### config.mk
export PLATFORM = sky130hd
export DESIGN_NAME = dlq_backend
export DESIGN_NICKNAME = d
export VERILOG_FILES = /design/src/rtl/dlq_pkg.sv /design/src/rtl/dlq_period_seq.sv /design/src/rtl/dlq_tap_encoder.sv /design/src/rtl/dlq_cal_combine.sv /design/src/rtl/dlq_backend.sv
export SDC_FILE = /design/constraint.sdc
export NUM_CORES = 1
export LEC_CHECK = 0
export BUFFER_PORTS_ARGS = -buffer_cell sky130_fd_sc_hd__buf_2
export CORE_MARGIN = 2
export CORE_UTILIZATION = 35
export CTS_CLUSTER_DIAMETER = 60
export DETAILED_ROUTE_END_ITERATION = 8
export PLACE_DENSITY = 0.58
export SLEW_MARGIN = 20
export SYNTH_ARGS = -nofsm -noshare
export SYNTH_HDL_FRONTEND = slang
export SYNTH_HIERARCHICAL = 1
export SYNTH_SLANG_ARGS = --single-unit
### constraint.sdc
create_clock -name clk -period 8.05 [get_ports clk]
set_input_delay 1.2075 -clock clk [delete_from_list [all_inputs] [get_ports clk]]
set_output_delay 1.2075 -clock clk [all_outputs]
set_load 0.01 [all_outputs]
### src/rtl/dlq_pkg.sv
package dlq_pkg;

   typedef enum logic [1:0] {
      DLQ_LAUNCH = 2'd0,
      DLQ_SAMPLE = 2'd1,
      DLQ_CLEAR  = 2'd2
   } dlq_phase_e;

   function automatic int dlq_scale(input int span, input int num, input int den);
      return (span * num) / den;
   endfunction

   function automatic dlq_phase_e dlq_phase_of(input int loc, input int sample_at);
      if (loc < sample_at)       return DLQ_LAUNCH;
      else if (loc == sample_at) return DLQ_SAMPLE;
      else                       return DLQ_CLEAR;
   endfunction

endpackage

### src/rtl/dlq_period_seq.sv
module dlq_period_seq #(
   parameter int PERIOD    = 32,
   parameter int SAMP_NUM  = 6,
   parameter int SAMP_DEN  = 8,
   parameter int CAL_EVERY = 1
) (
   input  logic clk,
   input  logic rst_n,
   input  logic cal_mode_i,
   output logic test_o,
   output logic sample_o,
   output logic line_rst_o,
   output logic sel_ref_o,
   output logic cal_period_o
);
   import dlq_pkg::*;

   localparam int HALF   = PERIOD / 2;
   localparam int S_FULL = dlq_scale(PERIOD, SAMP_NUM, SAMP_DEN);
   localparam int S_HALF = dlq_scale(HALF, SAMP_NUM, SAMP_DEN);
   localparam int CNTW   = $clog2(PERIOD);

   if (PERIOD < 8 || PERIOD % 2 != 0) begin : g_bad_period
      $error("dlq_period_seq: PERIOD must be even and at least 8");
   end
   if (S_FULL < 1 || S_FULL + 2 >= PERIOD) begin : g_bad_full
      $error("dlq_period_seq: full-period sample point leaves no room");
   end
   if (S_HALF < 1 || S_HALF + 2 >= HALF) begin : g_bad_half
      $error("dlq_period_seq: half-period sample point leaves no room");
   end
   if (CAL_EVERY < 1) begin : g_bad_every
      $error("dlq_period_seq: CAL_EVERY must be at least 1");
   end

   logic [CNTW-1:0] cnt_q;
   logic            last_cyc;
   logic            mode_q;
   logic            cal_now;

   assign last_cyc = (cnt_q == CNTW'(PERIOD - 1));

   always_ff @(posedge clk) begin
      if (!rst_n) begin
         cnt_q  <= '0;
         mode_q <= 1'b0;
      end else begin
         cnt_q <= last_cyc ? '0 : cnt_q + 1'b1;
         if (last_cyc) mode_q <= cal_mode_i;
      end
   end

   if (CAL_EVERY == 1) begin : g_every
      assign cal_now = mode_q;
   end else begin : g_div
      localparam int DIVW = $clog2(CAL_EVERY);
      logic [DIVW-1:0] div_q;
      logic            now_q;
      always_ff @(posedge clk) begin
         if (!rst_n) begin
            div_q <= '0;
            now_q <= 1'b0;
         end else if (last_cyc) begin
            now_q <= cal_mode_i && (div_q == '0);
            if (!cal_mode_i)                          div_q <= '0;
            else if (div_q == DIVW'(CAL_EVERY - 1))   div_q <= '0;
            else                                      div_q <= div_q + 1'b1;
         end
      end
      assign cal_now = now_q;
   end

   logic [CNTW-1:0] loc;
   dlq_phase_e      ph;
   logic            act;
   logic            sref;

   always_comb begin
      loc  = cnt_q;
      ph   = dlq_phase_of(int'(cnt_q), S_FULL);
      act  = 1'b1;
      sref = 1'b0;
      if (mode_q) begin
         if (cnt_q < CNTW'(HALF)) begin
            ph   = dlq_phase_of(int'(cnt_q), S_HALF);
            act  = cal_now;
            sref = cal_now;
         end else begin
            loc = cnt_q - CNTW'(HALF);
            ph  = dlq_phase_of(int'(loc), S_HALF);
         end
      end
   end

   assign test_o       = rst_n & act & (ph == DLQ_LAUNCH);
   assign sample_o     = rst_n & act & (ph == DLQ_SAMPLE);
   assign line_rst_o   = ~rst_n | ~act | (ph == DLQ_CLEAR);
   assign sel_ref_o    = rst_n & sref;
   assign cal_period_o = mode_q;

   AST_PHASE_EXCLUSIVE: assert property (@(posedge clk) disable iff (!rst_n)
      $onehot0({test_o, sample_o, line_rst_o}));
   AST_SAMPLE_AFTER_LAUNCH: assert property (@(posedge clk) disable iff (!rst_n)
      sample_o |-> $past(test_o));
   AST_REF_FROM_CLEAR: assert property (@(posedge clk) disable iff (!rst_n)
      $rose(sel_ref_o) |-> $past(line_rst_o));

endmodule

### src/rtl/dlq_tap_encoder.sv
module dlq_tap_encoder #(
   parameter int TAPS = 8,
   parameter int CW   = $clog2(TAPS + 1) + 1
) (
   input  logic                 clk,
   input  logic                 rst_n,
   input  logic [TAPS-1:0]      taps_i,
   input  logic                 sample_i,
   input  logic                 sel_ref_i,
   output logic signed [CW-1:0] code_o,
   output logic                 done_o,
   output logic                 done_ref_o
);
   localparam int NW = $clog2(TAPS + 1);

   if (CW != NW + 1) begin : g_bad_cw
      $error("dlq_tap_encoder: CW must be one bit wider than the ones count");
   end

   logic [TAPS-1:0] cap_q;
   logic            done_q;
   logic            done_ref_q;
   logic [NW-1:0]   ones;

   always_ff @(posedge clk) begin
      if (!rst_n) begin
         cap_q      <= '0;
         done_q     <= 1'b0;
         done_ref_q <= 1'b0;
      end else begin
         if (sample_i) cap_q <= taps_i;
         done_q     <= sample_i;
         done_ref_q <= sample_i & sel_ref_i;
      end
   end

   always_comb begin
      ones = '0;
      for (int k = 0; k < TAPS; k++) begin
         ones = ones + NW'(cap_q[k]);
      end
   end

   assign code_o     = $signed({1'b0, ones}) - $signed(CW'(TAPS / 2));
   assign done_o     = done_q;
   assign done_ref_o = done_ref_q;

   AST_CODE_RANGE: assert property (@(posedge clk) disable iff (!rst_n)
      done_o |-> (code_o >= -(TAPS / 2) && code_o <= (TAPS / 2)));
   AST_DONE_AFTER_STROBE: assert property (@(posedge clk) disable iff (!rst_n)
      done_o |-> $past(sample_i));

endmodule

### src/rtl/dlq_cal_combine.sv
module dlq_cal_combine #(
   parameter int TAPS = 8,
   parameter int CW   = $clog2(TAPS + 1) + 1,
   parameter int OW   = CW + 1
) (
   input  logic                 clk,
   input  logic                 rst_n,
   input  logic signed [CW-1:0] code_i,
   input  logic                 done_i,
   input  logic                 done_ref_i,
   input  logic                 cal_i,
   output logic signed [OW-1:0] err_o,
   output logic                 err_valid_o
);
   if (OW != CW + 1) begin : g_bad_ow
      $error("dlq_cal_combine: OW must be one bit wider than CW");
   end

   logic signed [CW-1:0] ref_q;
   logic signed [OW-1:0] err_q;
   logic                 vld_q;

   always_ff @(posedge clk) begin
      if (!rst_n) begin
         ref_q <= '0;
         err_q <= '0;
         vld_q <= 1'b0;
      end else begin
         vld_q <= done_i & ~done_ref_i;
         if (done_i & done_ref_i) ref_q <= code_i;
         if (done_i & ~done_ref_i) begin
            err_q <= cal_i ? (OW'(ref_q) - OW'(code_i)) : OW'(code_i);
         end
      end
   end

   assign err_o       = err_q;
   assign err_valid_o = vld_q;

   AST_VALID_PULSE: assert property (@(posedge clk) disable iff (!rst_n)
      err_valid_o |=> !err_valid_o);
   AST_REF_HOLD: assert property (@(posedge clk) disable iff (!rst_n)
      !(done_i && done_ref_i) |=> $stable(ref_q));
   AST_CAL_RANGE: assert property (@(posedge clk) disable iff (!rst_n)
      err_valid_o |-> (err_o >= -TAPS && err_o <= TAPS));

endmodule

### src/rtl/dlq_backend.sv
module dlq_backend #(
   parameter int TAPS      = 8,
   parameter int PERIOD    = 32,
   parameter int SAMP_NUM  = 6,
   parameter int SAMP_DEN  = 8,
   parameter int CAL_EVERY = 1,
   localparam int CW       = $clog2(TAPS + 1) + 1,
   localparam int OW       = CW + 1
) (
   input  logic                 clk,
   input  logic                 rst_n,
   input  logic                 cal_mode_i,
   input  logic [TAPS-1:0]      taps_i,
   output logic                 test_o,
   output logic                 sample_o,
   output logic                 line_rst_o,
   output logic                 sel_ref_o,
   output logic signed [OW-1:0] err_o,
   output logic                 err_valid_o
);
   if (TAPS < 2 || TAPS % 2 != 0) begin : g_bad_taps
      $error("dlq_backend: TAPS must be even and at least 2");
   end

   logic                 cal_period;
   logic signed [CW-1:0] code;
   logic                 done;
   logic                 done_ref;

   dlq_period_seq #(
      .PERIOD    (PERIOD),
      .SAMP_NUM  (SAMP_NUM),
      .SAMP_DEN  (SAMP_DEN),
      .CAL_EVERY (CAL_EVERY)
   ) seq_i (
      .clk          (clk),
      .rst_n        (rst_n),
      .cal_mode_i   (cal_mode_i),
      .test_o       (test_o),
      .sample_o     (sample_o),
      .line_rst_o   (line_rst_o),
      .sel_ref_o    (sel_ref_o),
      .cal_period_o (cal_period)
   );

   dlq_tap_encoder #(
      .TAPS (TAPS),
      .CW   (CW)
   ) enc_i (
      .clk        (clk),
      .rst_n      (rst_n),
      .taps_i     (taps_i),
      .sample_i   (sample_o),
      .sel_ref_i  (sel_ref_o),
      .code_o     (code),
      .done_o     (done),
      .done_ref_o (done_ref)
   );

   dlq_cal_combine #(
      .TAPS (TAPS),
      .CW   (CW),
      .OW   (OW)
   ) comb_i (
      .clk         (clk),
      .rst_n       (rst_n),
      .code_i      (code),
      .done_i      (done),
      .done_ref_i  (done_ref),
      .cal_i       (cal_period),
      .err_o       (err_o),
      .err_valid_o (err_valid_o)
   );

   AST_VALID_AFTER_SAMPLE: assert property (@(posedge clk) disable iff (!rst_n)
      err_valid_o |-> $past(sample_o && !sel_ref_o, 2));

endmodule

==> results.toml <==
[status]
status = "finished clean"

[finish]
diodes = 0
drive_gt1_share_pct = 15.1
area_growth_pct = 13.6
mostFrequentLayoutCells = "dfxtp_1, inv_1, buf_2"
fin_nets = 221
nFillCells = 462
mostFrequentLayoutCell = "dfxtp_1"
multi_input_area_um2 = 888
fin_cells = 244
regArea_um2 = 561

[route]
route.met3.wl_um = 89
ant_nets = 0
top_layer = "met4"
vias = 1172
met2_length_um = 1320
first_pass_iters = 4
wirelength_um = 2800
drt_iter0_markers = 21
detail_route.vias_per_cell = 4.80
post_drt_wl_per_cell_um = 11.5
wl_met1_um = 1360
drc = 0

[clock_tree]
cts_resized = 0
h-tree-depth = 1
clockBufferDepth = 2
cts_tree = "done"
clkSlewWorstSetupHoldPaths_ns = 0.10
numCtsBuffers = 3
worstSkewPairLatency_ns = 0.28
cts_root_buf = "clkbuf_8"
cts.sinks = 28
cts_hold_repair.buffers = 0
postCtsSetupRepairBufs = 0

[hold_path]
min_path_cells = 2
whs_endpoint = "comb_i/err_o[0]"
hp-start = "comb_i/err_o[0]"
hold_class = "register to register"

[power]
p_int_w = 0.000212
power.share.sequential_pct = 53.4
clkPwrFrac_pct = 42.4
leakagePower_nw = 0.754
power_switching_w = 0.0000522
pwr-share-comb_pct = 4.2
p_total_w = 0.000264
peakVddDrop_v = 0.0000785
p_per_area_mw_per_mm2 = 148
swShare_pct = 19.7

[sta]
rsz0062_at_grt = "false"
hold_ws_ns = 0.467
worst_slack_ns = 4.16
setup-violations-final = 0
worst_pin_slew_ns = 0.676
setup_tns_ns = 0
fin_crit_ns = 3.89
fmax_ghz = 0.257
final_max_slew_viol_count = 0
min_period_over_period_pct = 48.3
fin_skew_ns = 0.00367
hold_violations = 0
slew_headroom_pct = 54.9

[global_route]
grt_pass1_wl_um = 5040
antenna_found_initial = 0
grt_overflow = 0
grt_usage_pct = 12.3
grt_pass1_vias = 1158
grt_max_degree = 31

[placement]
io_buffers = 21
dpl.hpwl_um = 2090
dp_worst_setup_slack_ns = 3.90
gp_congestion = 0.762
dp_cells = 240

[floorplan]
start_util_pct = 36.3
die_h_um = 70.9
std_cell_rows = 24
core_mm2 = 0.00432
ios = 22
die_area_mm2 = 0.00503
die_w_um = 70.9

[worst_setup_path]
worstReg2RegEnd = "comb_i/err_o[2]"
critical_path_class = "register to register"
r2r_start = "enc_i/cap_q[0]"
startpoint_type = "register"
cp-end-kind = "register"
r2r_setup_slack_ns = 4.16
worst_r2r_path_depth = 16
required_ns = 8.27
cp_max_fo = 4
cp.arrival_ns = 4.11

[flow_run]
max_cap_violations = 0

[yosys]
synth_edf_count = 0
synthFlopType = "dfxtp_1"
synth.distinct_cells = 36
ys_seq_area_share_pct = 35.8
syn_avg_cell_area_um2 = 9.11
syn-num-nets = 200
yosys_warnings = 6
synthCells = 172
async_flop_share_pct = 0
synthesis.area_mm2 = 0.00157
ys_ff_latch = 28
## registers in the layout, indices dropped and copies added, names as in the netlist
signal,count
enc_i/done_o,1
comb_i/err_valid_o,1
enc_i/cap_q,8
seq_i/cal_period_o,1
seq_i/cnt_q,5
comb_i/err_o,6
enc_i/done_ref_o,1
comb_i/ref_q,5
## how the worst max path moves through the flow
stage | startpoint | to | cells past startpoint
3_3_place_gp | rst_n | sample_o | 4
3_5_place_dp | rst_n | sample_o | 4
6_report | enc_i/cap_q[0] | comb_i/err_o[2] | 16
2_1_floorplan | enc_i/cap_q[0] | comb_i/err_o[4] | 16
5_1_grt | enc_i/cap_q[0] | comb_i/err_o[4] | 16
4_1_cts | rst_n | sample_o | 4
## power groups by stage
stage	combinational (W)	clock, W	sequential (W)
2_1_floorplan	0.00000615	0	0.000144
3_3_place_gp	0.0000110	0	0.000144
3_5_place_dp	0.0000111	0	0.000144
4_1_cts	0.0000112	0.000117	0.000141
5_1_grt	0.0000122	0.000123	0.000141
6_report	0.0000110	0.000112	0.000141
## metrics by stage
step / cell area (um^2) / util [%]
global route: 1780 / 41.2
detailed placement: 1710 / 39.4
global placement: 1710 / 39.4
finish: 1780 / 41.2
CTS: 1780 / 41.1
floorplan: 1570 / -
## kinds of logic after synthesis
group | count (synthesis) | share of synthesized area [%]
AND/OR/NAND/NOR | 57 | 19.9
AO/OA/AOI/OAI | 28 | 11.9
XOR/XNOR | 2 | 1.12
adder cells (fa/ha/maj) | 17 | 16.4
buffers and inverters | 29 | 7.82
flip-flops | 28 | 35.8
multiplexers | 11 | 7.10
## critical path: stages, from the launching register on
cell	delay, ns
dfxtp_1	0.34
fa_1	0.53
inv_1	0.05
fa_1	0.51
fa_1	0.41
inv_1	0.06
ha_1	0.16
inv_1	0.05
fa_1	0.39
ha_1	0.28
inv_1	0.08
inv_1	0.05
ha_1	0.34
xnor2_1	0.14
a211oi_1	0.27
a21oi_1	0.07
nor2b_1	0.10
## cells in the mapped netlist (2+ instances only)
master | n | share of area, %
a21boi_0 | 5 | 2.4
a21boi_1 | 2 | 0.96
a21oi_1 | 5 | 1.6
a31oi_1 | 2 | 0.80
and3_1 | 2 | 0.80
and3_2 | 2 | 0.96
buf_2 | 2 | 0.64
dfxtp_1 | 28 | 36
fa_1 | 6 | 7.7
ha_1 | 11 | 8.8
inv_1 | 24 | 5.7
mux2i_1 | 10 | 6.4
nand2_1 | 12 | 2.9
nand2b_1 | 3 | 1.2
nand3_1 | 9 | 2.9
nand3b_1 | 2 | 0.96
nor2_1 | 6 | 1.4
nor2b_1 | 13 | 5.2
nor3_1 | 2 | 0.64
o211ai_1 | 3 | 1.4
o21a_1 | 3 | 1.4
o21ai_0 | 2 | 0.64
o21ai_1 | 3 | 0.96
or3b_1 | 2 | 1.1
xnor2_1 | 2 | 1.1
## layout make-up
| class | instances | area share, % |
|---|---|---|
| sequential | 28 | 31.5 |
| timing repair buffer | 21 | 5.90 |
| inverter | 24 | 5.06 |
| clock inverter | 1 | 1.69 |
| tap | 52 | 3.65 |
| multi-input combinational | 115 | 49.9 |
| clock buffer | 3 | 2.32 |
## per-layer routing
layer  vias to the layer above  track usage, %
met5                         -               0
met4                         0            3.77
met3                         4            3.13
met2                        15            20.7
met1                       537            15.7
li1                        616               -
Power figures use the tool's default switching activity.
